$ cat config.mk
export PLATFORM = sky130hd
export DESIGN_NAME = escseq_detector
export DESIGN_NICKNAME = d
export VERILOG_FILES = /design/src/rtl/escseq_pkg.sv /design/src/rtl/escseq_idle_timer.sv /design/src/rtl/escseq_run_tracker.sv /design/src/rtl/escseq_fire.sv /design/src/rtl/escseq_detector.sv
export SDC_FILE = /design/constraint.sdc
export NUM_CORES = 1
export LEC_CHECK = 0
export ABC_AREA = 1
export BUFFER_PORTS_ARGS = -buffer_cell sky130_fd_sc_hd__buf_2
export CAP_MARGIN = 5
export CORE_MARGIN = 2
export CORE_UTILIZATION = 51
export CTS_CLUSTER_SIZE = 40
export DETAILED_ROUTE_END_ITERATION = 16
export PLACE_DENSITY = 0.83
export SYNTH_ARGS = -nofsm -noshare
export SYNTH_HDL_FRONTEND = slang
export SYNTH_SLANG_ARGS = --single-unit
$ cat constraint.sdc
create_clock -name clk -period 1.6 [get_ports clk]
set_input_delay 0.24 -clock clk [delete_from_list [all_inputs] [get_ports clk]]
set_output_delay 0.24 -clock clk [all_outputs]
set_load 0.01 [all_outputs]
$ cat src/rtl/escseq_pkg.sv
package escseq_pkg;

   // Classification of one received byte by the run tracker
   typedef enum logic [1:0] {
      EV_NONE   = 2'd0,
      EV_EXTEND = 2'd1,
      EV_START  = 2'd2,
      EV_DROP   = 2'd3
   } run_event_e;

endpackage

$ cat src/rtl/escseq_idle_timer.sv
module escseq_idle_timer #(
   parameter int TW = 8
) (
   input  logic          clk,
   input  logic          rst_n,
   input  logic          rx_valid,
   input  logic          bit_tick,
   output logic [TW-1:0] idle_cnt
);
   localparam logic [TW-1:0] IDLE_MAX = '1;

   always_ff @(posedge clk) begin
      if (!rst_n)
         idle_cnt <= IDLE_MAX;
      else if (rx_valid)
         idle_cnt <= '0;
      else if (bit_tick && (idle_cnt != IDLE_MAX))
         idle_cnt <= idle_cnt + 1'b1;
   end

   // a byte restarts the quiet time
   assert_clear_on_byte_R9: assert property (@(posedge clk) disable iff (!rst_n)
      rx_valid |=> (idle_cnt == '0));

   // without a tick, time does not advance
   assert_hold_no_tick_R9: assert property (@(posedge clk) disable iff (!rst_n)
      (!rx_valid && !bit_tick) |=> $stable(idle_cnt));

endmodule

$ cat src/rtl/escseq_run_tracker.sv
module escseq_run_tracker
   import escseq_pkg::*;
#(
   parameter int CHAR_W = 8,
   parameter int CW     = 4,
   parameter int TW     = 8
) (
   input  logic              clk,
   input  logic              rst_n,
   input  logic              rx_valid,
   input  logic [CHAR_W-1:0] rx_data,
   input  logic [CHAR_W-1:0] cfg_char,
   input  logic [CW-1:0]     cfg_count,
   input  logic [TW-1:0]     cfg_gap,
   input  logic [TW-1:0]     cfg_pre,
   input  logic [TW-1:0]     idle_cnt,
   input  logic              fire,
   output logic              armed
);
   localparam logic [CW-1:0] RUN_MAX = '1;

   logic [CW-1:0] run_cnt;
   run_event_e    ev;

   always_comb begin
      if (!rx_valid)
         ev = EV_NONE;
      else if (rx_data != cfg_char)
         ev = EV_DROP;
      else if ((run_cnt != '0) && (idle_cnt <= cfg_gap))
         ev = EV_EXTEND;
      else if (idle_cnt >= cfg_pre)
         ev = EV_START;
      else
         ev = EV_DROP;
   end

   always_ff @(posedge clk) begin
      if (!rst_n)
         run_cnt <= '0;
      else if (fire)
         run_cnt <= '0;
      else begin
         case (ev)
            EV_EXTEND: run_cnt <= (run_cnt == RUN_MAX) ? run_cnt : run_cnt + 1'b1;
            EV_START:  run_cnt <= {{(CW-1){1'b0}}, 1'b1};
            EV_DROP:   run_cnt <= '0;
            default:   run_cnt <= run_cnt;
         endcase
      end
   end

   assign armed = (run_cnt != '0) && (run_cnt >= cfg_count);

   // a foreign byte clears the run
   assert_foreign_clears_R7: assert property (@(posedge clk) disable iff (!rst_n)
      (rx_valid && (rx_data != cfg_char)) |=> (run_cnt == '0));

   // no run starts without the pre-idle quiet time
   assert_pre_gate_R6: assert property (@(posedge clk) disable iff (!rst_n)
      (rx_valid && (run_cnt == '0) && (idle_cnt < cfg_pre)) |=> (run_cnt == '0));

   // a detection empties the run
   assert_fire_clears_R10: assert property (@(posedge clk) disable iff (!rst_n)
      fire |=> (run_cnt == '0));

   // the run only changes on a byte or a detection
   assert_run_hold_R9: assert property (@(posedge clk) disable iff (!rst_n)
      (!rx_valid && !fire) |=> $stable(run_cnt));

endmodule

$ cat src/rtl/escseq_fire.sv
module escseq_fire #(
   parameter int TW = 8
) (
   input  logic          clk,
   input  logic          rst_n,
   input  logic          armed,
   input  logic          rx_valid,
   input  logic [TW-1:0] idle_cnt,
   input  logic [TW-1:0] cfg_post,
   output logic          fire,
   output logic          detect_q
);
   assign fire = armed && !rx_valid && (idle_cnt >= cfg_post);

   always_ff @(posedge clk) begin
      if (!rst_n)
         detect_q <= 1'b0;
      else
         detect_q <= fire;
   end

   // the pulse lasts a single cycle
   assert_single_pulse_R2: assert property (@(posedge clk) disable iff (!rst_n)
      detect_q |=> !detect_q);

endmodule

$ cat src/rtl/escseq_detector.sv
module escseq_detector #(
   parameter int CHAR_W = 8,
   parameter int CW     = 4,
   parameter int TW     = 8
) (
   input  logic              clk,
   input  logic              rst_n,
   input  logic              rx_valid,
   input  logic [CHAR_W-1:0] rx_data,
   input  logic              bit_tick,
   input  logic [CHAR_W-1:0] cfg_char,
   input  logic [CW-1:0]     cfg_count,
   input  logic [TW-1:0]     cfg_gap,
   input  logic [TW-1:0]     cfg_pre,
   input  logic [TW-1:0]     cfg_post,
   output logic              detect_pulse
);
   generate
      if (TW < 2) begin : g_bad_tw
         $error("escseq_detector: TW must be at least 2");
      end
      if (CW < 2) begin : g_bad_cw
         $error("escseq_detector: CW must be at least 2");
      end
      if (CHAR_W < 1) begin : g_bad_char
         $error("escseq_detector: CHAR_W must be at least 1");
      end
   endgenerate

   logic [TW-1:0] idle_cnt;
   logic          armed;
   logic          fire;

   escseq_idle_timer #(.TW(TW)) u_idle (
      .clk      (clk),
      .rst_n    (rst_n),
      .rx_valid (rx_valid),
      .bit_tick (bit_tick),
      .idle_cnt (idle_cnt)
   );

   escseq_run_tracker #(.CHAR_W(CHAR_W), .CW(CW), .TW(TW)) u_run (
      .clk       (clk),
      .rst_n     (rst_n),
      .rx_valid  (rx_valid),
      .rx_data   (rx_data),
      .cfg_char  (cfg_char),
      .cfg_count (cfg_count),
      .cfg_gap   (cfg_gap),
      .cfg_pre   (cfg_pre),
      .idle_cnt  (idle_cnt),
      .fire      (fire),
      .armed     (armed)
   );

   escseq_fire #(.TW(TW)) u_fire (
      .clk      (clk),
      .rst_n    (rst_n),
      .armed    (armed),
      .rx_valid (rx_valid),
      .idle_cnt (idle_cnt),
      .cfg_post (cfg_post),
      .fire     (fire),
      .detect_q (detect_pulse)
   );

   // a pulse follows a full post-idle window on an armed run
   assert_post_window_R2: assert property (@(posedge clk) disable iff (!rst_n)
      detect_pulse |-> $past(armed && (idle_cnt >= cfg_post)));

   // a byte in the same cycle blocks the pulse
   assert_byte_blocks_R8: assert property (@(posedge clk) disable iff (!rst_n)
      rx_valid |=> !detect_pulse);

endmodule

# Yosys cells after proc, flatten, opt, wreduce, memory -nomap -nowiden

Cells that the tools add are included.
Widths: inputs -> output; s select.

Output and inout bits: 1
Bits in registers: 13
Input bits: 48
Logic and storage cells: 36

$lt $le $gt $ge: 4
Multiplexer cells: 8
Bitwise logic cells: 1
Reductions and logical operators: 11
Eq/ne operators: 7
Add/sub/neg operators: 2

Operators with widths:

| operator            | count |
|---|---|
| $ge 8x8->1          | 2 |
| $mux 8              | 2 |
| $pmux 4 s3          | 1 |
| $add 8x1->8 const B | 1 |
| $le 8x8->1          | 1 |
| $ne 8x8->1          | 1 |
| $ne 8x8->1 const B  | 1 |
| $mux 2              | 3 |
| $logic_and 1x1->1   | 5 |
| $add 4x1->4 const B | 1 |
| $eq 2x2->1 const B  | 2 |
| $eq 4x4->1 const B  | 1 |
| $ge 4x4->1          | 1 |
| $mux 4              | 1 |
| $reduce_bool 4->1   | 1 |
| $reduce_bool 3->1   | 1 |
| $eq 2x1->1 const B  | 1 |
| $ne 2x2->1 const B  | 1 |
| $reduce_and 2->1    | 1 |
| $reduce_bool 2->1   | 1 |
| $reduce_or 2->1     | 1 |
| $logic_not 1->1     | 1 |
| $mux 1              | 1 |
| $not 1->1           | 1 |

# Logic depth before layout (Yosys ltp)

Gate-level depths: netlist (run 1).

Depth after elaboration: 8
Depth in mapped cells: 16
Depth with buffers taken out: 16

# By module

From an unflattened synthesis (run 1), not the netlist that was laid out.

Cells, all modules: 290
Area total of the unflattened synthesis: 1821.7 um^2

By module, submodules not included:

| module             | area an instance (um^2) | times used | cells each | seq. area each (um^2) |
|---|---|---|---|---|
| escseq_run_tracker | 1048.5                  | 1          | 177        | 80.1 |
| escseq_idle_timer  | 499.2                   | 1          | 71         | 160.2 |
| escseq_fire        | 274.0                   | 1          | 42         | 20.0 |

# Least setup slack after synthesis (run 1)

OpenSTA, ideal clock, no wires.

Path kind: flip-flop to flip-flop
Start: register u_idle.idle_cnt[3]
End: register u_run.run_cnt[0]
Arrival time: 1.329 ns
Setup time: 0.112 ns
Cell stages (with the launch flop): 15
Setup slack: 0.159 ns
Clock period less this slack: 1.441 ns
Cells stage by stage: dfxtp_1 ha_1 nand2_1 inv_2 nand2_1 nand2_1 nand2_1 nand2_1 nand2_2 nand3_2 nand2_4 nand2_1 nand2_1 nor2_1 nor2_2

Longest elaborated chain between the ends: 8
Elaborated cells between the ends (all ways): 17
Classes of those cells: order compare: 3; eq/ne: 4; mux: 5; reduce/logical: 5

RTL lines:

| item                                                      | RTL line                                           | RTL |
|---|---|---|
| start: declaration                                        | escseq_idle_timer.sv:8                             | `output logic [TW-1:0] idle_cnt` |
| start signal: assignment                                  | escseq_idle_timer.sv:18                            | `idle_cnt <= idle_cnt + 1'b1;` |
| $ge 8x8->1 or $le 8x8->1 (tied branches)                  | escseq_run_tracker.sv:32, escseq_run_tracker.sv:30 |  |
| $mux 1 or $logic_and 1x1->1 (tied branches)               | escseq_run_tracker.sv:32, escseq_run_tracker.sv:30 |  |
| $mux 2                                                    | escseq_run_tracker.sv:30                           | `else if ((run_cnt != '0) && (idle_cnt <= cfg_gap))` |
| $mux 2                                                    | escseq_run_tracker.sv:28                           | `else if (rx_data != cfg_char)` |
| $mux 2                                                    | escseq_run_tracker.sv:26                           | `if (!rx_valid)` |
| $eq 2x1->1 or $eq 2x2->1 (tied branches)                  | escseq_run_tracker.sv:44                           | `case (ev)` |
| $ne 2x2->1 (no line) or $reduce_bool 3->1 (tied branches) | --                                                 |  |
| $reduce_and 2->1 (no line)                                | --                                                 |  |
| end signal: assignment                                    | escseq_run_tracker.sv:45                           | `EV_EXTEND: run_cnt <= (run_cnt == RUN_MAX) ? run_cnt : run_cnt + 1'b1;` |
| end signal: assignment                                    | escseq_run_tracker.sv:46                           | `EV_START: run_cnt <= {{(CW-1){1'b0}}, 1'b1};` |
| end signal: assignment                                    | escseq_run_tracker.sv:48                           | `default: run_cnt <= run_cnt;` |
| end: declaration                                          | escseq_run_tracker.sv:22                           | `logic [CW-1:0] run_cnt;` |

Several ways; a longest one is shown, not always the timed one.
A chain may end at the register's enable or synchronous reset.

# Final worst setup path (run 1)

Start: register u_idle.idle_cnt[1]
End: register u_run.run_cnt[0]

Same word-level chain as after synthesis.

==> summary.md, run 1 <==
| Metric | Value |
|---|---|
| Clk root buf | `clkbuf_4` |
| CP peak stage delay | `between 0.3 and 0.4 ns` |
| Clk_skew | `roughly 0.0007 ns` |
| Hold slack | `around 0.23 ns` |
| PortBufs | `48` |
| DIE WIDTH | `slightly below 60 µm` |
| Power density cells | `approximately 520 nW/µm²` |
| Cell mode on critical path | `nand2_1` |
| Drt via density | `5.034` |
| CP Capture Type | `flip-flop` |
| Worst-path cell chain | `ha_4 -> nand2_2 -> nand2_1 -> nand2_1 -> nand2_1 -> nand2_1 -> nand2_1 -> nand2_2 -> nand3_4 -> nand2_4 -> nand2_1 -> nand2_1 -> nor2_1 -> nor2_2` |
| Sum of negative setup slack | `-0.008645 ns` |
| Most frequent cells after synthesis | `nand2_1 (53), inv_1 (46), ha_1 (31), nand3_1 (18), nor2_1 (18)` |
| GR Util met1 | `approximately 25%` |
| Layout Cells excl Fill | `325` |
| Chip height | `just under 60 µm` |
| Met3 GRT Util | `less than 1%` |
| Sum of buffers and inverters on the critical path | `0` |
| Gate Count Post-Synth | `238` |
| Slew Viols, Final | `0` |
| Ratio of cells with drive above 1 in the final layout | `approximately a third` |
| WL final | `3599 µm` |
| Worst EP required | `1.79 ns` |
| First-pass GRT wire length | `between 5000 and 6000 µm` |
| Number of synthesized flops with an enable pin | `0` |
| Max_cap viols | `0` |
| Number of top-level pins | `a little under 50` |
| DR vias | `roughly 1600` |
| Hold path start | `rst_n` |
| Detailed-placement wirelength estimate | `roughly 2700 µm` |
| Outcome | `complete, but fails checks` |
| Antenna violations before repair | `0` |
| Crit-path max FO | `7` |
| Reg2reg path depth | `14` |
| Vias in the first global route | `1455` |
| Clock Path Buffers | `2` |
| Worst path top cell family by delay | `simple AND/OR/NAND/NOR gates` |
| Async SR Flop Fraction | `0%` |
| Highest Clock Rate | `around 0.62 GHz` |
| Period utilisation layout | `100.5%` |
| Reg2Reg Setup Slack | `-0.009 ns` |
| Total gr overflow | `0` |
| LEAKAGE | `around 1.1 nW` |
| CTS buffer count | `3` |
| Hold Crit Depth | `2` |
| Placed Cells | `approximately 320` |
| Mean Syn Cell Area | `approximately 6.5 µm²` |
| Detail Route Antenna Nets | `0` |
| Failing checks | `DRC, setup timing` |
| Slew headroom | `a little under nine tenths` |
| Placed cell area | `approximately 1800 µm²` |
| DRC viols | `1` |
| CTS sink cnt | `13` |
| Post-synthesis net count | `about 320` |
| Worst-margin pin slew | `between 0.2 and 0.25 ns` |
| CP startpoint kind | `flip-flop` |
| Mapped Area | `around 1500 µm²` |
| Layout net count | `between 300 and 400` |
| Setup CP Type | `reg -> reg` |
| Yosys warns | `0` |
| Cell area after layout | `slightly above 2000 µm²` |
| GRT met2 Usage | `approximately 38%` |
| Number of diodes | `0` |
| Final setup viols | `1` |
| Peak supply drop | `~320 µV` |
| Count of cell types in the netlist | `25` |
| Slowest-stage cell, CP | `dfxtp_4` |
| Final worst slack | `-0.008645 ns` |
| Hold Path End | `u_idle.idle_cnt[3]$_SDFFE_PN1P_` |
| Core Region | `2805 µm²` |
| Initial core utilization | `a little over half` |
| #FFs+latches synth | `13` |
| CTS tree | `built` |
| 1st-pass router iterations | `10` |
| Final core occ | `around 73%` |
| Dominant cells by area after synthesis | `ha_1 (25%), dfxtp_1 (17%), nand2_1 (13%), inv_1 (11%), nand3_1 (5.9%)` |
| Top-area cell type share of the netlist area | `~25%` |
| Die area | `3470 µm²` |
| Leading area contributor after synthesis | `ha_1` |
| Final Power | `about 1.1 mW` |
| H-tree depth | `1` |
| Crit path time final | `around 1.6 ns` |
| Seq/Total Area, Yosys | `16.92%` |
| Worst reg2reg path startpoint | `u_idle.idle_cnt[1]$_SDFFE_PN1P_` |
| GRT Util Overall | `between 20% and 30%` |
| Hold buffers post-CTS | `0` |
| Routability cong. | `about 0.87` |
| Initial drt markers | `32` |
| Reg2reg end | `u_run.run_cnt[0]$_SDFFE_PP0P_` |
| RSZ-0062 raised after global routing | `true` |
| Post-synth top flop | `dfxtp_1` |
| GRT Max-Usage Layer | `met2` |
| Clock transition at path regs | `~0.08 ns` |
| Min-delay worst type | `in -> reg` |
| Clk_lat worst skew | `around 0.29 ns` |
| Crit path arrival time | `1.80 ns` |
| Place WS | `-0.05477 ns` |
| Area Overhead vs Synth | `32.47%` |
| Pin count of the biggest net entering global routing | `11` |
| Average wire per standard cell | `about 11 µm` |
| Count leader, synth | `nand2_1` |
| Placement row count | `19` |
| Hold Vio Cnt, Final | `0` |
how the worst max path moves through the flow:
stage | cells past startpoint | to | from
finish | 14 | u_run.run_cnt[0]$_SDFFE_PP0P_ | u_idle.idle_cnt[1]$_SDFFE_PN1P_
global route | 14 | u_run.run_cnt[0]$_SDFFE_PP0P_ | u_idle.idle_cnt[1]$_SDFFE_PN1P_
CTS | 14 | u_run.run_cnt[0]$_SDFFE_PP0P_ | u_idle.idle_cnt[3]$_SDFFE_PN1P_
detailed placement | 12 | u_run.run_cnt[0]$_SDFFE_PP0P_ | u_idle.idle_cnt[0]$_SDFFE_PN1P_
global placement | 12 | u_run.run_cnt[0]$_SDFFE_PP0P_ | u_idle.idle_cnt[0]$_SDFFE_PN1P_
floorplan | 14 | u_run.run_cnt[0]$_SDFFE_PP0P_ | u_idle.idle_cnt[3]$_SDFFE_PN1P_
worst register-to-register path, delay by kind of cell (launching register included):
family | cells | cell delay [ns]
flip-flops | 1 | 0.38
AND/OR/NAND/NOR | 13 | 0.87
adder cells (fa/ha/maj) | 1 | 0.28
routing by layer:
| metal | wire length, µm | part of all wire (%) | vias up |
|---|---|---|---|
| met4 | 31 | 0.86 | 0 |
| met2 | 1826 | 51 | 54 |
| met5 | 0 | 0 | - |
| met3 | 195 | 5.4 | 4 |
| met1 | 1546 | 43 | 711 |
| li1 | - | - | 867 |
kinds of logic after synthesis:
kind of cell / after synthesis / share of synthesized area, %
compound gates: 30 / 10.41
buf+inv: 55 / 13.91
xor+xnor: 8 / 4.557
simple gates: 101 / 28.97
fa+ha+maj: 31 / 25.22
flops: 13 / 16.92
repair_timing:
| item | CTS | global route |
|---|---|---|
| pin swaps | 5 | 11 |
| resized for setup | 9 | 32 |
| gates cloned | 0 | 0 |
| endpoints found under the setup margin | 5 | 7 |
| buffers inserted | 1 | 1 |
area by class of cell:
class / count / area (µm²)
inverter: 53 / 201.4
timing repair buffer: 54 / 285.3
fill: 232 / 768.2
multi-input combinational: 170 / 1201
clock buffer: 4 / 26.28
sequential: 13 / 284.0
tap: 31 / 38.79
state kept, by name, indices dropped and copies added (netlist names):
register / flops
u_fire.detect_q: 1
u_run.run_cnt: 4
u_idle.idle_cnt: 8
placed cells by master (no fill, tap or decap), types with 2 or more instances in the layout:
master	count
a21oi_1	13
buf_2	48
buf_4	6
clkbuf_4	3
dfxtp_1	4
dfxtp_2	4
dfxtp_4	5
ha_1	24
ha_4	7
inv_1	43
inv_2	8
nand2_1	47
nand2_2	8
nand3_1	17
nand4_1	4
nor2_1	14
nor2_2	5
o21ai_0	3
o21ai_1	8
o21bai_1	2
xor2_1	7
power by group:
| part | internal (mW) | total, mW | switching [mW] |
|---|---|---|---|
| clock | 0.0970 | 0.217 | 0.120 |
| sequential | 0.345 | 0.379 | 0.0340 |
| combinational | 0.210 | 0.457 | 0.246 |
Note: power is estimated with default switching activity, not from simulation.
==> inputs of run 2 (changes only) <==
--- a/config.mk
+++ b/config.mk
@@ -8,11 +8,12 @@
 export ABC_AREA = 1
 export BUFFER_PORTS_ARGS = -buffer_cell sky130_fd_sc_hd__buf_2
 export CAP_MARGIN = 5
+export CORE_ASPECT_RATIO = 1.25
 export CORE_MARGIN = 2
-export CORE_UTILIZATION = 51
+export CORE_UTILIZATION = 35
 export CTS_CLUSTER_SIZE = 40
 export DETAILED_ROUTE_END_ITERATION = 16
-export PLACE_DENSITY = 0.83
+export PLACE_DENSITY = 0.61
 export SYNTH_ARGS = -nofsm -noshare
 export SYNTH_HDL_FRONTEND = slang
 export SYNTH_SLANG_ARGS = --single-unit
==> summary.md, run 2 (same netlist as run 1, synthesis figures left out) <==
| Metric | Value |
|---|---|
| Outcome | `finished clean` |
| Ratio of cells with drive above 1 in the final layout | `35.91%` |
| Die area | `4943 µm²` |
| Antenna violations before repair | `0` |
| Total gr overflow | `0` |
| Initial drt markers | `38` |
| Clk_skew | `~0.008 ns` |
| Power density cells | `roughly 540 nW/µm²` |
| Commonest cells after routing, fill and taps aside | `buf_2 (48), inv_1 (44), nand2_1 (44), ha_1 (25), nand3_1 (18)` |
| Placement row count | `26` |
| RSZ-0062 raised after global routing | `true` |
| Crit path time final | `between 1.5 and 2 ns` |
| Final setup viols | `0` |
| DRC viols | `0` |
| GRT Util Overall | `13.64%` |
| Average wire per standard cell | `between 9 and 10 µm` |
| Period utilisation layout | `about 100%` |
| Largest reg by FF count | `u_idle.idle_cnt` |
| Initial core utilization | `a little under two fifths` |
| Detail Route Antenna Nets | `0` |
| Reg2Reg Setup Slack | `between 0.003 and 0.004 ns` |
| Place WS | `-0.05141 ns` |
| First-pass GRT wire length | `roughly 5500 µm` |
| Drt via density | `about 4.5` |
| Clk root buf | `clkbuf_8` |
| CTS tree | `built` |
| CP Capture Type | `flip-flop` |
| Filler cells | `around 440` |
| 1st-pass router iterations | `4` |
| PortBufs | `48` |
| Clock transition at path regs | `about 0.060 ns` |
| Crit path arrival time | `1.74 ns` |
| Area Overhead vs Synth | `35.48%` |
| CTS buffer count | `3` |
| Crit-path max FO | `4` |
| Layout Cells excl Fill | `354` |
| Clk_lat worst skew | `0.25 ns` |
| DR vias | `1600` |
| DIE WIDTH | `approximately 63 µm` |
| Core Region | `approximately 4200 µm²` |
| Setup CP Type | `reg -> reg` |
| Layout net count | `between 300 and 400` |
| LEAKAGE | `1.162 nW` |
| Min-delay worst type | `in -> reg` |
| Highest Clock Rate | `between 0.6 and 0.7 GHz` |
| Clock Path Buffers | `2` |
| H-tree depth | `1` |
| CTS sink cnt | `13` |
| Number of diodes | `0` |
| Max_cap viols | `0` |
| WL final | `~3300 µm` |
| Peak supply drop | `226.9 µV` |
| Biggest regs | `u_idle.idle_cnt (8), u_run.run_cnt (4), u_fire.detect_q (1)` |
| Slew headroom | `between 80% and 90%` |
| Number of top-level pins | `about 50` |
| Placed Cells | `around 350` |
| Hold slack | `0.2670 ns` |
| Most common cell after layout, fill and taps aside | `buf_2` |
| Max reg flops | `8` |
| Worst-margin pin slew | `about 0.23 ns` |
| Chip height | `slightly below 80 µm` |
| Hold Vio Cnt, Final | `0` |
| CP startpoint kind | `flip-flop` |
| Final worst slack | `between 0.003 and 0.004 ns` |
| Slew Viols, Final | `0` |
| Detailed-placement wirelength estimate | `2823 µm` |
| Worst EP required | `1.74 ns` |
| Routability cong. | `between 0.8 and 0.9` |
| Vias in the first global route | `between 1000 and 1500` |
| Pin count of the biggest net entering global routing | `11` |
run 2: cell types whose count changed in the layout (fill, tap and decap cells not counted), sizes merged:
cell  change
buf       +4
run 2: final timing paths:
check / startpoint / end / cells after the start
setup / recovery: u_idle.idle_cnt[5]$_SDFFE_PN1P_ / u_run.run_cnt[0]$_SDFFE_PP0P_ / 9
hold / removal: rst_n / u_idle.idle_cnt[3]$_SDFFE_PN1P_ / 2
setup reg to reg: u_idle.idle_cnt[5]$_SDFFE_PN1P_ / u_run.run_cnt[0]$_SDFFE_PP0P_ / 9
hold reg to reg: u_idle.idle_cnt[0]$_SDFFE_PN1P_ / u_idle.idle_cnt[0]$_SDFFE_PN1P_ / 2
run 2: through the flow:
| stage | total power, mW | TNS, ns | instance area, µm² | utilization, % |
|---|---|---|---|---|
| after detailed placement | 0.7776 | -0.05141 | 1893 | 45.46 |
| final | 1.128 | 0 | 2083 | 50.03 |
| after global placement | 0.7735 | -0.02217 | 1893 | 45.46 |
| after CTS | 1.082 | 0 | 1948 | 46.78 |
| after global routing | 1.223 | -0.2306 | 2083 | 50.03 |
| after floorplan | 0.6382 | 0 | 1538 | - |
run 2: final cells by class:
type / instances / area, µm² / area share [%]
Clock buffer: 4 / 45.04 / 2.162
Inverter: 53 / 201.4 / 9.670
Multi-Input combinational cell: 170 / 1171 / 56.22
Sequential cell: 13 / 280.3 / 13.45
Tap cell: 56 / 70.07 / 3.363
Timing Repair Buffer: 58 / 315.3 / 15.14
run 2: timing repair:
| action | in CTS | in global routing |
|---|---|---|
| setup buffers | 0 | 2 |
| pin swaps | 0 | 10 |
| hold buffers | 0 | 0 |
| resized for setup | 7 | 34 |
| gates cloned | 0 | 0 |
| setup endpoints to repair | 4 | 7 |
run 2: layer usage:
| layer | wire [µm] | GRT usage [%] | vias to the layer above |
|---|---|---|---|
| met5 | 0 | 0 | - |
| met4 | 50 | 4.565 | 0 |
| met3 | 181 | 2.006 | 5 |
| met2 | 1711 | 26.60 | 41 |
| met1 | 1402 | 14.80 | 677 |
| li1 | - | - | 877 |
run 2: power breakdown:
| part | internal [mW] | switching (mW) |
|---|---|---|
| registers | 0.347 | 0.0296 |
| clock network | 0.176 | 0.125 |
| logic | 0.216 | 0.235 |
| total | 0.738 | 0.389 |
run 2: critical path, cell delays in order (launching register included):
cell and delay [ns]:
dfxtp_2 0.35, ha_1 0.29, a21oi_1 0.14, nor2_1 0.05
nor3b_1 0.23, nand2_1 0.11, nand4_1 0.12, nand2_2 0.07
nor2_4 0.10, nor2_2 0.03
==> inputs of run 3 (changes only) <==
==> constraint.sdc (replaced) <==
create_clock -name clk -period 1.99 [get_ports clk]
set_input_delay 0.2985 -clock clk [delete_from_list [all_inputs] [get_ports clk]]
set_output_delay 0.2985 -clock clk [all_outputs]
set_load 0.01 [all_outputs]
==> summary.md, run 3 (same netlist as run 1, synthesis figures left out) <==
| Metric | Value |
|---|---|
| Setup CP Type | `reg -> reg` |
| GRT Util Overall | `between 10 and 15%` |
| Crit path arrival time | `around 1.8 ns` |
| Worst path top cell family by delay | `simple AND/OR/NAND/NOR gates` |
| RSZ-0062 raised after global routing | `false` |
| Min-delay worst type | `in -> reg` |
| Slew headroom | `between 80% and 90%` |
| Pin count of the biggest net entering global routing | `11` |
| Gates resized, CTS repair | `0` |
| Area Overhead vs Synth | `22.13%` |
| Initial drt markers | `45` |
| Worst-margin pin slew | `around 0.25 ns` |
| Max reg flops | `8` |
| Cell mode on critical path | `nand2_1` |
| Drt via density | `about 4.5` |
| Antenna violations before repair | `0` |
| Hold buffers post-CTS | `0` |
| Placed cell area | `around 1800 µm²` |
| Hold Vio Cnt, Final | `0` |
| 1st-pass router iterations | `4` |
| WP depth | `12` |
| DIE WIDTH | `between 60 and 70 µm` |
| DRC viols | `0` |
| Worst-path cell chain | `inv_1 -> ha_1 -> o21ai_1 -> nand2_1 -> nand2_1 -> nand2_1 -> nand2_1 -> nand2_1 -> nand4_1 -> nand2_1 -> nor2_1 -> nor2_2` |
| Max_cap viols | `0` |
| CTS sink cnt | `13` |
| Crit path to | `u_run.run_cnt[0]$_SDFFE_PP0P_` |
| Reg2reg path depth | `12` |
| Reg2Reg Setup Slack | `~0.34 ns` |
| Place WS | `between 0.3 and 0.4 ns` |
| Clock transition at path regs | `about 0.060 ns` |
| Vias in the first global route | `between 1000 and 1500` |
| PortBufs | `48` |
| Power density cells | `~450 nW/µm²` |
| Detail Route Antenna Nets | `0` |
| CP Capture Type | `flip-flop` |
| Routability cong. | `0.8116` |
| Multi-input logic area | `~1100 µm²` |
| Number of diodes | `0` |
| Total gr overflow | `0` |
| Slew Viols, Final | `0` |
| CTS buffer count | `3` |
| Chip height | `between 70 and 80 µm` |
| First-pass GRT wire length | `between 5000 and 6000 µm` |
| Die area | `4943 µm²` |
| Highest Clock Rate | `0.6069 GHz` |
| Largest reg by FF count | `u_idle.idle_cnt` |
| Placement row count | `26` |
| Clock Path Buffers | `2` |
| Crit-path max FO | `4` |
| Slowest-stage cell, CP | `dfxtp_1` |
| Sum of buffers and inverters on the critical path | `1` |
| Layout net count | `~370` |
| Biggest regs | `u_idle.idle_cnt (8), u_run.run_cnt (4), u_fire.detect_q (1)` |
| Number of top-level pins | `49` |
| Worst reg2reg path startpoint | `u_idle.idle_cnt[0]$_SDFFE_PN1P_` |
| FF/Latch Area | `roughly 260 µm²` |
| Core Region | `~4200 µm²` |
| Peak supply drop | `212.7 µV` |
| Filler cells | `roughly 470` |
| Period utilisation layout | `82.80%` |
| WL final | `~3200 µm` |
| Worst EP required | `2.13 ns` |
| Crit path time final | `1.648 ns` |
| CP peak stage delay | `0.37 ns` |
| Clk_lat worst skew | `between 0.2 and 0.25 ns` |
| LEAKAGE | `1.114 nW` |
| Detailed-placement wirelength estimate | `between 2000 and 3000 µm` |
| Reg2reg end | `u_run.run_cnt[0]$_SDFFE_PP0P_` |
| Clk root buf | `clkbuf_8` |
| Setup Buffers After CTS | `0` |
| Commonest cells after routing, fill and taps aside | `nand2_1 (53), buf_2 (48), inv_1 (46), ha_1 (31)` |
| Ratio of cells with drive above 1 in the final layout | `between 20 and 25%` |
| Most common cell after layout, fill and taps aside | `nand2_1` |
| DR vias | `roughly 1500` |
| Final core occ | `between 40% and 50%` |
| Outcome | `finished clean` |
| Final worst slack | `roughly 0.34 ns` |
| Clk_skew | `roughly 0.0051 ns` |
| CTS tree | `built` |
| Average wire per standard cell | `~9.4 µm` |
| Initial core utilization | `36.93%` |
| CP startpoint kind | `flip-flop` |
| Final setup viols | `0` |
| Cell area after layout | `roughly 1900 µm²` |
| Critical Path Source | `u_idle.idle_cnt[0]$_SDFFE_PN1P_` |
| Sum of negative setup slack | `0 ns` |
| H-tree depth | `1` |
==> run 3: changes by cell type in the layout (fill, tap and decap cells not counted), moves of 3 or more <==
| cell | previous run | this run |
|---|---|---|
| a21oi_1 | 10 | 14 |
| nor2_2 | 5 | 2 |
| ha_1 | 25 | 31 |
| buf_4 | 10 | 0 |
| nand2_2 | 11 | 2 |
| ha_4 | 4 | 0 |
| nor2_1 | 14 | 18 |
| dfxtp_2 | 4 | 0 |
| dfxtp_4 | 4 | 0 |
| dfxtp_1 | 5 | 13 |
| a21oi_2 | 4 | 0 |
| nand2_1 | 44 | 53 |
==> run 3: where the power goes <==
group	internal (mW)	switching, mW
logic	0.138	0.165
clock network	0.141	0.0945
registers	0.277	0.0240
total	0.557	0.283
==> run 3: cell type report <==
cell class	count	share of cell area (%)
clock buffer	4	2.398
timing repair buffer	48	12.79
tap	56	3.731
inverter	53	10.59
multi-input combinational	170	56.63
sequential	13	13.86
==> run 3: through the flow <==
stage / hold slack, ns / power (mW) / cells
after detailed placement: 0.5040 / 0.6146 / 340
after CTS: 0.3286 / 0.8495 / 344
after global placement: 0.4970 / 0.6105 / 340
after floorplan: 0.4749 / 0.5131 / 238
after global routing: 0.3335 / 0.9173 / 344
final: 0.3300 / 0.8402 / 344
==> run 3: how the worst min path moves through the flow <==
stage          cells past startpoint                              end  slack (ns)                            start
2_1_floorplan                      2  u_idle.idle_cnt[0]$_SDFFE_PN1P_        0.47  u_idle.idle_cnt[0]$_SDFFE_PN1P_
3_3_place_gp                       2  u_idle.idle_cnt[0]$_SDFFE_PN1P_        0.50  u_idle.idle_cnt[0]$_SDFFE_PN1P_
3_5_place_dp                       2  u_idle.idle_cnt[0]$_SDFFE_PN1P_        0.50  u_idle.idle_cnt[0]$_SDFFE_PN1P_
4_1_cts                            2  u_idle.idle_cnt[3]$_SDFFE_PN1P_        0.33                            rst_n
5_1_grt                            2  u_idle.idle_cnt[5]$_SDFFE_PN1P_        0.33                            rst_n
6_report                           2  u_idle.idle_cnt[3]$_SDFFE_PN1P_        0.33                            rst_n
==> run 3: layer usage <==
| metal | wire, µm | GRT usage, % |
|---|---|---|
| met5 | 0 | 0 |
| met4 | 39 | 3.913 |
| met3 | 203 | 1.862 |
| met2 | 1546 | 26.28 |
| met1 | 1439 | 16.00 |
